File: src/rtl/dma_agen_pkg.sv
package dma_agen_pkg;

  typedef enum logic [1:0] {
    AM_CONST   = 2'd0,
    AM_POSTINC = 2'd1,
    AM_INDEXED = 2'd2,
    AM_CONST2  = 2'd3
  } amode_e;

  // Byte count of one element for a size code (1, 2, 4, 8)
  function automatic logic [3:0] elem_bytes(input logic [1:0] code);
    return 4'd1 << code;
  endfunction

endpackage

File: src/rtl/dma_agen_count.sv
module dma_agen_count #(
  parameter int CNT_W = 16
) (
  input  logic             clk,
  input  logic             rst_n,
  input  logic             load,
  input  logic [CNT_W-1:0] elem_init,
  input  logic [CNT_W-1:0] frame_init,
  input  logic             elem_done,
  output logic [CNT_W-1:0] elem_left,
  output logic [CNT_W-1:0] frame_left,
  output logic             adv,
  output logic             frm_last,
  output logic             blk_last
);

  localparam logic [CNT_W-1:0] ONE = CNT_W'(1);

  logic [CNT_W-1:0] elem_rld, frame_rld;
  logic [CNT_W-1:0] elem_norm, frame_norm;

  // A count of zero behaves as one
  function automatic logic [CNT_W-1:0] norm_cnt(input logic [CNT_W-1:0] c);
    return (c == '0) ? ONE : c;
  endfunction

  assign elem_norm  = norm_cnt(elem_init);
  assign frame_norm = norm_cnt(frame_init);

  assign adv      = elem_done && !load && (elem_left != '0);
  assign frm_last = (elem_left == ONE);
  assign blk_last = frm_last && (frame_left == ONE);

  always_ff @(posedge clk or negedge rst_n) begin
    if (!rst_n) begin
      elem_left  <= '0;
      frame_left <= '0;
      elem_rld   <= '0;
      frame_rld  <= '0;
    end else if (load) begin
      elem_left  <= elem_norm;
      frame_left <= frame_norm;
      elem_rld   <= elem_norm;
      frame_rld  <= frame_norm;
    end else if (adv) begin
      if (blk_last) begin
        elem_left  <= elem_rld;
        frame_left <= frame_rld;
      end else if (frm_last) begin
        elem_left  <= elem_rld;
        frame_left <= frame_left - ONE;
      end else begin
        elem_left  <= elem_left - ONE;
      end
    end
  end

endmodule

File: src/rtl/dma_agen_side.sv
module dma_agen_side
  import dma_agen_pkg::*;
#(
  parameter int ADDR_W = 32,
  parameter int IDX_W  = 13
) (
  input  logic              clk,
  input  logic              rst_n,
  input  logic              load,
  input  logic [ADDR_W-1:0] start,
  input  logic [1:0]        mode,
  input  logic [1:0]        size,
  input  logic [IDX_W-1:0]  eidx,
  input  logic [IDX_W-1:0]  fidx,
  input  logic              adv,
  input  logic              frm_last,
  input  logic              blk_last,
  output logic [ADDR_W-1:0] addr,
  output logic              misalign
);

  localparam int EXT_W = ADDR_W - IDX_W;

  logic [ADDR_W-1:0] start_q;
  logic [ADDR_W-1:0] inc;
  logic [ADDR_W-1:0] size_mask;

  function automatic logic [ADDR_W-1:0] sext(input logic [IDX_W-1:0] v);
    return {{EXT_W{v[IDX_W-1]}}, v};
  endfunction

  // Byte step taken after the current element
  function automatic logic [ADDR_W-1:0] step_of(
    input amode_e           m,
    input logic [1:0]       sz,
    input logic [IDX_W-1:0] ei,
    input logic [IDX_W-1:0] fi,
    input logic             last
  );
    case (m)
      AM_POSTINC: return ADDR_W'(elem_bytes(sz));
      AM_INDEXED: return last ? sext(fi) : sext(ei);
      default:    return '0;
    endcase
  endfunction

  assign inc       = step_of(amode_e'(mode), size, eidx, fidx, frm_last);
  assign size_mask = ADDR_W'(elem_bytes(size)) - ADDR_W'(1);
  assign misalign  = (addr & size_mask) != '0;

  always_ff @(posedge clk or negedge rst_n) begin
    if (!rst_n) begin
      addr    <= '0;
      start_q <= '0;
    end else if (load) begin
      addr    <= start;
      start_q <= start;
    end else if (adv) begin
      addr <= blk_last ? start_q : (addr + inc);
    end
  end

endmodule

File: src/rtl/dma_agen.sv
module dma_agen #(
  parameter int ADDR_W = 32,
  parameter int CNT_W  = 16,
  parameter int IDX_W  = 13
) (
  input  logic              clk,
  input  logic              rst_n,
  input  logic              load,
  input  logic [ADDR_W-1:0] src_start,
  input  logic [ADDR_W-1:0] dst_start,
  input  logic [2*CNT_W-1:0] xfer_count,
  input  logic [1:0]        rd_size,
  input  logic [1:0]        wr_size,
  input  logic [1:0]        src_mode,
  input  logic [1:0]        dst_mode,
  input  logic [IDX_W-1:0]  src_eidx,
  input  logic [IDX_W-1:0]  src_fidx,
  input  logic [IDX_W-1:0]  dst_eidx,
  input  logic [IDX_W-1:0]  dst_fidx,
  input  logic              elem_done,
  output logic [ADDR_W-1:0] src_addr,
  output logic [ADDR_W-1:0] dst_addr,
  output logic [CNT_W-1:0]  elem_left,
  output logic [CNT_W-1:0]  frame_left,
  output logic              frame_end,
  output logic              block_end,
  output logic              src_misalign,
  output logic              dst_misalign
);

  localparam int NSIDE = 2;

  // Internal events, named for the checker
  logic adv, frm_last, blk_last;

  logic [NSIDE-1:0][ADDR_W-1:0] s_start, s_addr;
  logic [NSIDE-1:0][1:0]        s_mode, s_size;
  logic [NSIDE-1:0][IDX_W-1:0]  s_eidx, s_fidx;
  logic [NSIDE-1:0]             s_mis;

  dma_agen_count #(.CNT_W(CNT_W)) u_cnt (
    .clk        (clk),
    .rst_n      (rst_n),
    .load       (load),
    .elem_init  (xfer_count[CNT_W-1:0]),
    .frame_init (xfer_count[2*CNT_W-1:CNT_W]),
    .elem_done  (elem_done),
    .elem_left  (elem_left),
    .frame_left (frame_left),
    .adv        (adv),
    .frm_last   (frm_last),
    .blk_last   (blk_last)
  );

  assign s_start = {dst_start, src_start};
  assign s_mode  = {dst_mode, src_mode};
  assign s_size  = {wr_size, rd_size};
  assign s_eidx  = {dst_eidx, src_eidx};
  assign s_fidx  = {dst_fidx, src_fidx};

  for (genvar g = 0; g < NSIDE; g++) begin : g_side
    dma_agen_side #(.ADDR_W(ADDR_W), .IDX_W(IDX_W)) u_side (
      .clk      (clk),
      .rst_n    (rst_n),
      .load     (load),
      .start    (s_start[g]),
      .mode     (s_mode[g]),
      .size     (s_size[g]),
      .eidx     (s_eidx[g]),
      .fidx     (s_fidx[g]),
      .adv      (adv),
      .frm_last (frm_last),
      .blk_last (blk_last),
      .addr     (s_addr[g]),
      .misalign (s_mis[g])
    );
  end

  assign src_addr     = s_addr[0];
  assign dst_addr     = s_addr[1];
  assign src_misalign = s_mis[0];
  assign dst_misalign = s_mis[1];
  assign frame_end    = adv && frm_last;
  assign block_end    = adv && blk_last;

endmodule

File: config.mk
export PLATFORM = sky130hd
export DESIGN_NAME = dma_agen
export DESIGN_NICKNAME = d
export VERILOG_FILES = /design/src/rtl/dma_agen_pkg.sv /design/src/rtl/dma_agen_count.sv /design/src/rtl/dma_agen_side.sv /design/src/rtl/dma_agen.sv
export SDC_FILE = /design/constraint.sdc
export NUM_CORES = 1
export LEC_CHECK = 0
export BUFFER_PORTS_ARGS = -buffer_cell sky130_fd_sc_hd__buf_2
export CORE_MARGIN = 3
export CORE_UTILIZATION = 45
export CTS_CLUSTER_SIZE = 12
export DETAILED_ROUTE_END_ITERATION = 6
export PLACE_DENSITY = 0.76
export SYNTH_ARGS = -nofsm -noshare
export SYNTH_HDL_FRONTEND = slang
export SYNTH_SLANG_ARGS = --single-unit
File: constraint.sdc
create_clock -name clk -period 15.18 [get_ports clk]
set_input_delay 0.759 -clock clk [delete_from_list [all_inputs] [get_ports clk]]
set_output_delay 0.759 -clock clk [all_outputs]
set_load 0.05 [all_outputs]
== Yosys cells after proc, flatten, opt, wreduce, memory -nomap -nowiden ==
Cells that the tools add are included.
Operators by class
  $add $sub $neg: 6
  eq/ne operators: 6
  shift-type cells: 2
  muxes and demuxes: 20
  bitwise gates (word level): 2
  reductions and logical operators: 14
Operators with widths (count)
  32-bit two-way mux: 8
  16-bit two-way mux: 10
  32-bit case mux with 2 select lines: 2
  32-bit adder: 2
  32-bit bitwise AND: 2
  32-bit nonzero test: 2
  16-bit by 1-bit == test with 1-bit output (second input constant): 2
  16-bit zero test: 2
  16-bit by 1-bit subtractor with 16-bit output (second input constant): 2
  16-bit nonzero test: 1
  4-bit by 1-bit subtractor with 5-bit output (second input constant): 2
  1-bit by 2-bit << shifter with 4-bit output (first input constant): 2
  1-bit logical AND: 5
  2-bit by 1-bit == test with 1-bit output (second input constant): 2
  2-bit == test (second input constant): 2
  3-bit nonzero test: 1
  2-bit AND reduction: 1
  2-bit nonzero test: 1
  1-bit zero test: 1
Word-level totals
  register bits: 192
  input bits: 160
  output and inout bits: 100

== Depth between registers and ports, before layout ==
Gate-level depths: netlist (run 1).
  depth after elaboration: 7
  depth in mapped cells: 21
  gate-level depth less buffers: 19

== Hierarchy ==
A second synthesis (run 1) with hierarchy kept.
Unflattened totals
  cell total of the unflattened synthesis: 1625
  area total of the unflattened synthesis: 13610.6 µm²
By module, submodules not included
  dma_agen_side (g_side[1].u_side): instances 1, cells each 607, area each 5004.8 µm², seq. area each 1601.5 µm²
  dma_agen_side (g_side[0].u_side): instances 1, cells each 580, area each 4863.4 µm², seq. area each 1601.5 µm²
  dma_agen_count: instances 1, cells each 436, area each 3729.8 µm², seq. area each 1601.5 µm²
  dma_agen: instances 1, cells each 2, area each 12.5 µm², seq. area each 0.0 µm²

== Worst setup path before layout (run 1) ==
No wires, ideal clock.
  path kind: flip-flop to flip-flop
  start: register u_cnt.elem_left[12]
  end: register g_side[1].u_side.addr[28]
  data arrival time: 5.524 ns
  data required time: 15.038 ns
  setup slack: 9.514 ns
  stages on the path, launching flop included: 18
  clock period less this slack: 5.666 ns
  cells stage by stage: dfrtp_1 -> or4_1 -> nor3_2 -> and3_1 -> buf_2 -> nand2_1 -> a21boi_0 -> ha_1 -> a21o_1 -> a31o_2 -> a221oi_1 -> a21o_1 -> nand2_1 -> a31oi_1 -> o21ai_0 -> o31ai_1 -> xor2_1 -> a21oi_1
Between the ends
  longest elaborated chain between the ends: 7
  elaborated cells between the ends (all ways): 11
  classes of those cells: 1 x add/sub; 1 x eq/ne; 5 x mux; 4 x reduce/logical
RTL lines
  start: declaration: RTL line dma_agen_count.sv:10  | output logic [CNT_W-1:0] elem_left,
  start signal: assignment: RTL line dma_agen_count.sv:41  | elem_left <= elem_norm;
  start signal: assignment: RTL line dma_agen_count.sv:47  | elem_left <= elem_rld;
  start signal: assignment: RTL line dma_agen_count.sv:50  | elem_left <= elem_rld;
  16-bit by 1-bit == test with 1-bit output: RTL line dma_agen_count.sv:31  | assign frm_last = (elem_left == ONE);
  32-bit two-way mux: RTL line dma_agen_side.sv:42  | AM_INDEXED: return last ? sext(fi) : sext(ei);
  32-bit case mux with 2 select lines: RTL line dma_agen_side.sv:40  | case (m)
  32-bit adder: RTL line dma_agen_side.sv:59  | addr <= blk_last ? start_q : (addr + inc);
  32-bit two-way mux: RTL line dma_agen_side.sv:59
  32-bit two-way mux: RTL line dma_agen_side.sv:58  | end else if (adv) begin
  32-bit two-way mux: RTL line dma_agen_side.sv:55  | end else if (load) begin
  end signal: assignment: RTL line dma_agen_side.sv:56  | addr <= start;
  end signal: assignment: RTL line dma_agen_side.sv:59
  end: declaration: RTL line dma_agen_side.sv:18  | output logic [ADDR_W-1:0] addr,
Parallel ways exist; a longest one is shown, timed or not. The select of a mux whose other input is x is not followed.
A chain may end at the register's enable or synchronous reset.

== Final worst setup path (run 1) ==
  start: register u_cnt.elem_left[12]
  end: register g_side[0].u_side.addr[28]
Between the ends
  longest elaborated chain between the ends: 7
  elaborated cells between the ends (all ways): 11
  classes of those cells: 1 x add/sub; 1 x eq/ne; 5 x mux; 4 x reduce/logical
RTL lines (RTL line)
  16-bit by 1-bit == test with 1-bit output: dma_agen_count.sv:31
  32-bit two-way mux: dma_agen_side.sv:42
  32-bit case mux with 2 select lines: dma_agen_side.sv:40
  32-bit adder: dma_agen_side.sv:59
  32-bit two-way mux: dma_agen_side.sv:59
  32-bit two-way mux: dma_agen_side.sv:58
  32-bit two-way mux: dma_agen_side.sv:55
  end signal: assignment: dma_agen_side.sv:56
  end signal: assignment: dma_agen_side.sv:59
  end: declaration: dma_agen_side.sv:18
Parallel ways exist; a longest one is shown, timed or not. The select of a mux whose other input is x is not followed.

==> flow_summary.toml, run 1 <==
[status]
outcome = "finished, final reports clean"

[sta]
tightest_slew_ps = 1075
whs_ps = 403.3
min_period_ps = 5544
worst_slew_margin_rel_pct = 27.94
hold_viol = 0
fmax_mhz = 180.4
rsz0062_at_grt = "no"
period_share_pct = 36.52
worst_clock_skew_ps = 16.45
fin_ws_ps = 9636
drv_slew = 0
setup_viol = 0
setup_tns_ps = 0

[floorplan]
io_pins = 260
floorplan.initialDensity_pct = 46.53
dieArea_um2 = 30390
die_h_um = 174.3
core-area_um2 = 27400
fp-row-count = 60
die_w_um = 174.3

[clock_tree]
cts_tree = "done"
htree_levels = 4
cts.clk_slew.worst_paths_ps = 80
insertion_delay_ps = 440
clkSinkCount = 192
cts_buffer_depth = 2
hold_buffers = 0
postCtsSetupBuffers = 0
cts-buffers-inserted = 17
cts_resized = 0
root_buffer = "clkbuf_16"

[final_layout]
final_cell_mix = "buf_2, nand2_1, dfrtp_1"
syn2layout_area_growth_pct = 16.85
drive_above_1_share_pct = 20.13
layout_commonest_cell = "buf_2"
finish.utilization_pct = 54.37
final_cell_area_um2 = 14900
seq_area_um2 = 4805
fin_nets = 1975
fill_cells = 2597
multiInputGateArea_um2 = 7276

[global_route]
grt_max_degree = 120
antenna_found_initial = 9
grt-ovfl-total = 0
grt_pass1_vias = 11800
gr-usage-all-layers_pct = 24.37
grt_pass1_wl_mm = 61.00

[route]
ant_nets = 0
dr.pass1.iters = 6
drc_errors = 0
wl_per_cell_um = 17.67
wirelength_mm = 37.61
vias = 12260
drt_iter0_drc = 999
vias_per_cell = 5.760

[synth]
synthArstFlopShare_pct = 100.0
yosysWarningCount = 0
seq_area_frac_synth_pct = 37.68
mappedNetlistArea_um2 = 12750
syn_inst = 1538
synth_fp_nets = 1771
synth_seq_cells = 192
synth.distinct_cells = 66
syn_area_per_cell_um2 = 8.291
synth_ff_type = "dfrtp_1"
synth-edff-count = 0

[place]
dp_hpwl_mm = 26.60
dpl_cell_area_um2 = 14270
gp_congestion = 0.9072
io_buffers = 259
place_ws_ps = 9744

[pwr]
power.density_nw_per_um2 = 106.3
peakVddDrop_uv = 74.38
power_leakage_nw = 7.105

[critical_path]
reg2reg_from = "u_cnt.elem_left[12]"
worst_setup_path_end_kind = "flip-flop"
path_class = "flip-flop to flip-flop"
worstReg2RegEnd = "g_side[0].u_side.addr[28]"
ff2ff_path_depth = 20
cp-startpoint = "u_cnt.elem_left[12]"
required_ps = 15530
regToRegSetupSlack_ps = 9640
critPathArrivalTime_ps = 5890
crit_fanout = 50
startpoint_type = "flip-flop"

[job]
max-cap-violations = 0

[hold_path]
hp-class = "input port to async pin"
-- worst max-delay path: stages, from the launching register on --
cell	delay (ps)
dfrtp_1	450
or4_1	580
nor3_2	410
nand3_2	110
buf_4	310
nand2_1	140
nand2_1	60
a21oi_1	150
nor2_1	60
ha_1	210
fa_1	420
a211oi_1	330
o21ai_0	250
a221oi_1	510
o31a_1	250
o21ai_1	100
a221o_1	330
a21oi_1	260
o21ai_0	160
xnor2_1	140
o21ai_0	180
-- cell type report --
cell class	instances	share of cell area, %
Clock buffer	19	3.040
Antenna cell	3	0.05039
Multi-Input combinational cell	1173	48.83
Sequential cell	192	32.25
Timing Repair Buffer	269	9.321
Tap cell	372	3.124
Clock inverter	12	1.142
Inverter	89	2.242
-- through the flow --
stage,cells,total power [mW]
2_1_floorplan,1538,0.9671
3_3_place_gp,2095,1.098
3_5_place_dp,2095,1.110
4_1_cts,2126,1.593
5_1_grt,2129,1.668
6_report,2129,1.583
-- layer usage --
layer  share of wire, %  global-route usage [%]
met1                 43                   32.28
met2                 47                   40.39
met3                8.0                   5.745
met4                1.6                   6.066
met5               0.24                       0
-- synth_stat cells (11+ instances only) --
master | n | share of area (%)
o31ai_1 | 11 | 0.65
nor2_1 | 91 | 2.7
nand4_1 | 11 | 0.54
o21ai_0 | 177 | 6.9
a31oi_1 | 11 | 0.54
inv_1 | 89 | 2.6
o211ai_1 | 36 | 2.1
a211oi_1 | 31 | 1.8
dfrtp_1 | 192 | 38
ha_1 | 71 | 7.0
nor4_1 | 13 | 0.64
xnor2_1 | 45 | 3.1
mux2_2 | 35 | 3.1
nand2_1 | 220 | 6.5
a21oi_1 | 146 | 5.7
a21o_1 | 43 | 2.5
clkbuf_1 | 61 | 1.8
xor2_1 | 27 | 1.9
o21ai_1 | 32 | 1.3
nor3_1 | 38 | 1.5
nand3_1 | 15 | 0.59
-- flip-flops by register name, indices dropped and copies added, names as in the netlist --
signal,cells
g_side.u_side.addr,64
g_side.u_side.start_q,64
u_cnt.elem_left,16
u_cnt.elem_rld,16
u_cnt.frame_left,16
u_cnt.frame_rld,16
-- power by group --
part	internal (mW)	total, mW	switching (mW)
clock network	0.259	0.479	0.219
registers	0.567	0.619	0.0520
logic	0.161	0.485	0.325
total	0.987	1.58	0.596
-- worst max path at each step --
stage	to	slack (ps)
6_report	g_side[0].u_side.addr[28]	9640
5_1_grt	g_side[0].u_side.addr[28]	9310
4_1_cts	g_side[0].u_side.addr[28]	9710
3_5_place_dp	g_side[0].u_side.addr[28]	9740
3_3_place_gp	g_side[0].u_side.addr[28]	9880
2_1_floorplan	g_side[1].u_side.addr[28]	9510
-- cell families (layout without fill, tap and decap cells) --
| group | count (synthesis) | count (layout) | synth area share (%) |
|---|---|---|---|
| other | 0 | 3 | 0 |
| AOI/OAI and AO/OA | 549 | 549 | 25.70 |
| adders and majority gates | 73 | 73 | 7.281 |
| muxes | 38 | 38 | 3.326 |
| xor gates and xnor gates | 72 | 72 | 4.946 |
| buffers and inverters | 173 | 389 | 5.544 |
| and+or+nand+nor | 441 | 441 | 15.52 |
| DFF | 192 | 192 | 37.68 |
Note: power is estimated with default switching activity, not from simulation.
==> run 2: changes to the inputs <==
--- a/config.mk
+++ b/config.mk
@@ -5,12 +5,13 @@
 export SDC_FILE = /design/constraint.sdc
 export NUM_CORES = 1
 export LEC_CHECK = 0
+export ABC_AREA = 1
 export BUFFER_PORTS_ARGS = -buffer_cell sky130_fd_sc_hd__buf_2
 export CORE_MARGIN = 3
 export CORE_UTILIZATION = 45
 export CTS_CLUSTER_SIZE = 12
 export DETAILED_ROUTE_END_ITERATION = 6
-export PLACE_DENSITY = 0.76
+export PLACE_DENSITY = 0.77
 export SYNTH_ARGS = -nofsm -noshare
 export SYNTH_HDL_FRONTEND = slang
 export SYNTH_SLANG_ARGS = --single-unit
==> constraint.sdc (replaced) <==
create_clock -name clk -period 4.7 [get_ports clk]
set_input_delay 0.235 -clock clk [delete_from_list [all_inputs] [get_ports clk]]
set_output_delay 0.235 -clock clk [all_outputs]
set_load 0.05 [all_outputs]
==> run 2 against run 1 <==
Against the previous run: maximum frequency is 42% higher; highest routed layer is now met4; global-route usage is 2.4 points higher; setup slack worse by 8800 ps; flip-flop and latch count stayed put; routed wire length is 22% higher; first-iteration DRC count is 15% higher; synthesized area is 13% higher; clock-buffer cell count is 2 lower.
==> flow_summary.toml, run 2 <==
[synth]
yosys-top-cells-count = "nand2_1, inv_1, nor2_1"
synth_top_area_cell = "dfrtp_1"
yosys-top-cells-area = "dfrtp_1, nand2_1, inv_1, a21oi_1, ha_1"
mappedNetlistArea_um2 = 14440
syn_inst = 2213
synth_ff_type = "dfrtp_1"
yosysTopAreaCellShare_pct = 33.27
synth-edff-count = 0
syn_area_per_cell_um2 = 6.526
seq_area_frac_synth_pct = 33.27
synth_seq_cells = 192
synth_most_common_cell = "nand2_1"
synth_fp_nets = 2446
synth.distinct_cells = 44
synthArstFlopShare_pct = 100.0
yosysWarningCount = 0

[clock_tree]
cts-buffers-inserted = 17
hold_buffers = 19
cts.clk_slew.worst_paths_ps = 90
cts_resized = 0
clkSinkCount = 192
htree_levels = 4
postCtsSetupBuffers = 0
cts_tree = "done"
cts_buffer_depth = 2
insertion_delay_ps = 470
root_buffer = "clkbuf_16"

[place]
dpl_cell_area_um2 = 15990
dp_hpwl_mm = 34.62
gp_congestion = 0.9228
dp.cells = 2805
io_buffers = 259

[pwr]
power_mw = 5.705
peakVddDrop_uv = 249.5
power.density_nw_per_um2 = 339.6
power_leakage_nw = 9.363

[floorplan]
die_h_um = 185.2
die_w_um = 185.2
dieArea_um2 = 34280
floorplan.initialDensity_pct = 46.48
io_pins = 260
fp-row-count = 64
core-area_um2 = 31070

[global_route]
grt-ovfl-total = 0
gr-usage-all-layers_pct = 26.75
grt_pass1_vias = 14430
antenna_found_initial = 3
grt_pass1_wl_mm = 73.15
grt_max_degree = 112

[final_layout]
final_cell_mix = "nand2_1, inv_1, buf_2"
multiInputGateArea_um2 = 8152
syn2layout_area_growth_pct = 16.34
seq_area_um2 = 4805
fill_cells = 3125
fin_nets = 2680
final_cell_area_um2 = 16800
top_regs = "g_side.u_side.addr: 64 flops, g_side.u_side.start_q: 64 flops"
layout_commonest_cell = "nand2_1"
fin_cells = 2859
drive_above_1_share_pct = 13.09

[critical_path]
required_ps = 5090
cp-startpoint = "u_cnt.elem_left[4]"
startpoint_type = "flip-flop"
regToRegSetupSlack_ps = 800
worst_setup_path_end_kind = "flip-flop"
slowest_delay_ps = 460
cpMostUsedCell = "nand2_1"
crit_end = "g_side[1].u_side.addr[28]"
worstReg2RegEnd = "g_side[1].u_side.addr[28]"
worstPathCellList = "nor2_1 -> nand2_1 -> nor2_4 -> nand2_4 -> inv_1 -> buf_4 -> o21bai_1 -> a21oi_1 -> fa_1 -> nand2_1 -> o21ai_0 -> nand3_1 -> nand3b_1 -> nand2_1 -> nand2_1 -> nand2_1 -> nand3_1 -> nand2_1 -> a21oi_1"
path_class = "flip-flop to flip-flop"
crit_fanout = 17
ff2ff_path_depth = 19
critPathArrivalTime_ps = 4290
crit_slowest_cell = "inv_1"
reg2reg_from = "u_cnt.elem_left[4]"

[sta]
tightest_slew_ps = 1009
worst_slew_margin_rel_pct = 32.74
rsz0062_at_grt = "no"
period_share_pct = 83.01
min_period_ps = 3902
fmax_mhz = 256.3
worst_clock_skew_ps = 21.46
setup_tns_ps = 0
drv_slew = 0
setup_viol = 0
hold_viol = 0

[route]
vias = 15250
drt_iter0_drc = 1150
wirelength_mm = 45.99
vias_per_cell = 5.332
drc_errors = 0
dr.pass1.iters = 5
wl_per_cell_um = 16.09
ant_nets = 0

[hold_path]
hp-class = "input port to flip-flop"

[job]
max-cap-violations = 0

[status]
outcome = "finished, final reports clean"
[run 2: changes by cell type in the layout (fill, tap and decap cells not counted), moves of 34 or more]
cell     before  now
inv_1        89  295
nand2_1     219  695
nor2_1       91  219
a21o_1       43    4
nand3_1      14  130
a21oi_1     145  187
mux2_2       35    1
xnor2_1      45    3
[run 2: final cells by class]
| type | instances | share of cell area, % |
|---|---|---|
| Timing Repair Buffer | 290 | 9.546 |
| Multi-Input combinational cell | 1647 | 48.51 |
| Sequential cell | 192 | 28.59 |
| Clock buffer | 17 | 2.532 |
| Inverter | 299 | 6.694 |
| Antenna cell | 3 | 0.04468 |
| Clock inverter | 15 | 1.124 |
| Tap cell | 396 | 2.949 |
[run 2: metal layers]
metal | vias up | global-route usage, % | part of all wire [%]
li1 | 7584 | - | -
met1 | 7056 | 35.00 | 43
met2 | 499 | 44.45 | 47
met3 | 106 | 3.142 | 5.1
met4 | 0 | 12.39 | 4.3
met5 | - | 0 | 0
[run 2: logic make-up (layout without fill, tap and decap cells)]
logic type	after synthesis	in the layout	share of synthesized area, %
muxes	1	1	0.07796
buffers and inverters	374	621	10.29
adders and majority gates	73	73	6.428
and+or+nand+nor	1094	1094	30.76
xor gates and xnor gates	42	42	2.547
other	0	3	0
DFF	192	192	33.27
AOI/OAI and AO/OA	437	437	16.62
[run 2: where the power goes]
part	switching (mW)	internal [mW]
registers	0.197	1.86
clock network	0.776	0.771
logic	1.49	0.612
[run 2: through the flow]
| step | utilization, % | hold WS (ps) | setup WS, ps |
|---|---|---|---|
| after CTS | 54.06 | 0.2453 | 835.6 |
| after global placement | 51.47 | 427.5 | 986.2 |
| after global routing | 54.08 | 8.598 | 280.5 |
| after detailed placement | 51.47 | 431.5 | 885.7 |
| final | 54.08 | 9.305 | 798.4 |
| after floorplan | - | -60.59 | 1379 |
[run 2: how the worst min path moves through the flow]
stage / startpoint / to / depth (start not counted)
after floorplan: rst_n / g_side[0].u_side.addr[0] / 0
after global placement: rst_n / g_side[1].u_side.start_q[2] / 1
after detailed placement: rst_n / g_side[1].u_side.start_q[2] / 1
after CTS: xfer_count[6] / u_cnt.elem_rld[6] / 3
after global routing: xfer_count[23] / u_cnt.frame_rld[7] / 3
final: xfer_count[6] / u_cnt.elem_rld[6] / 3
[run 2: critical path, delay by kind of cell, from the launching register on]
kind | cells | cell delay, ps
AOI/OAI and AO/OA | 4 | 820
and+or+nand+nor | 12 | 1500
DFF | 1 | 430
adders and majority gates | 1 | 260
buffers and inverters | 2 | 780
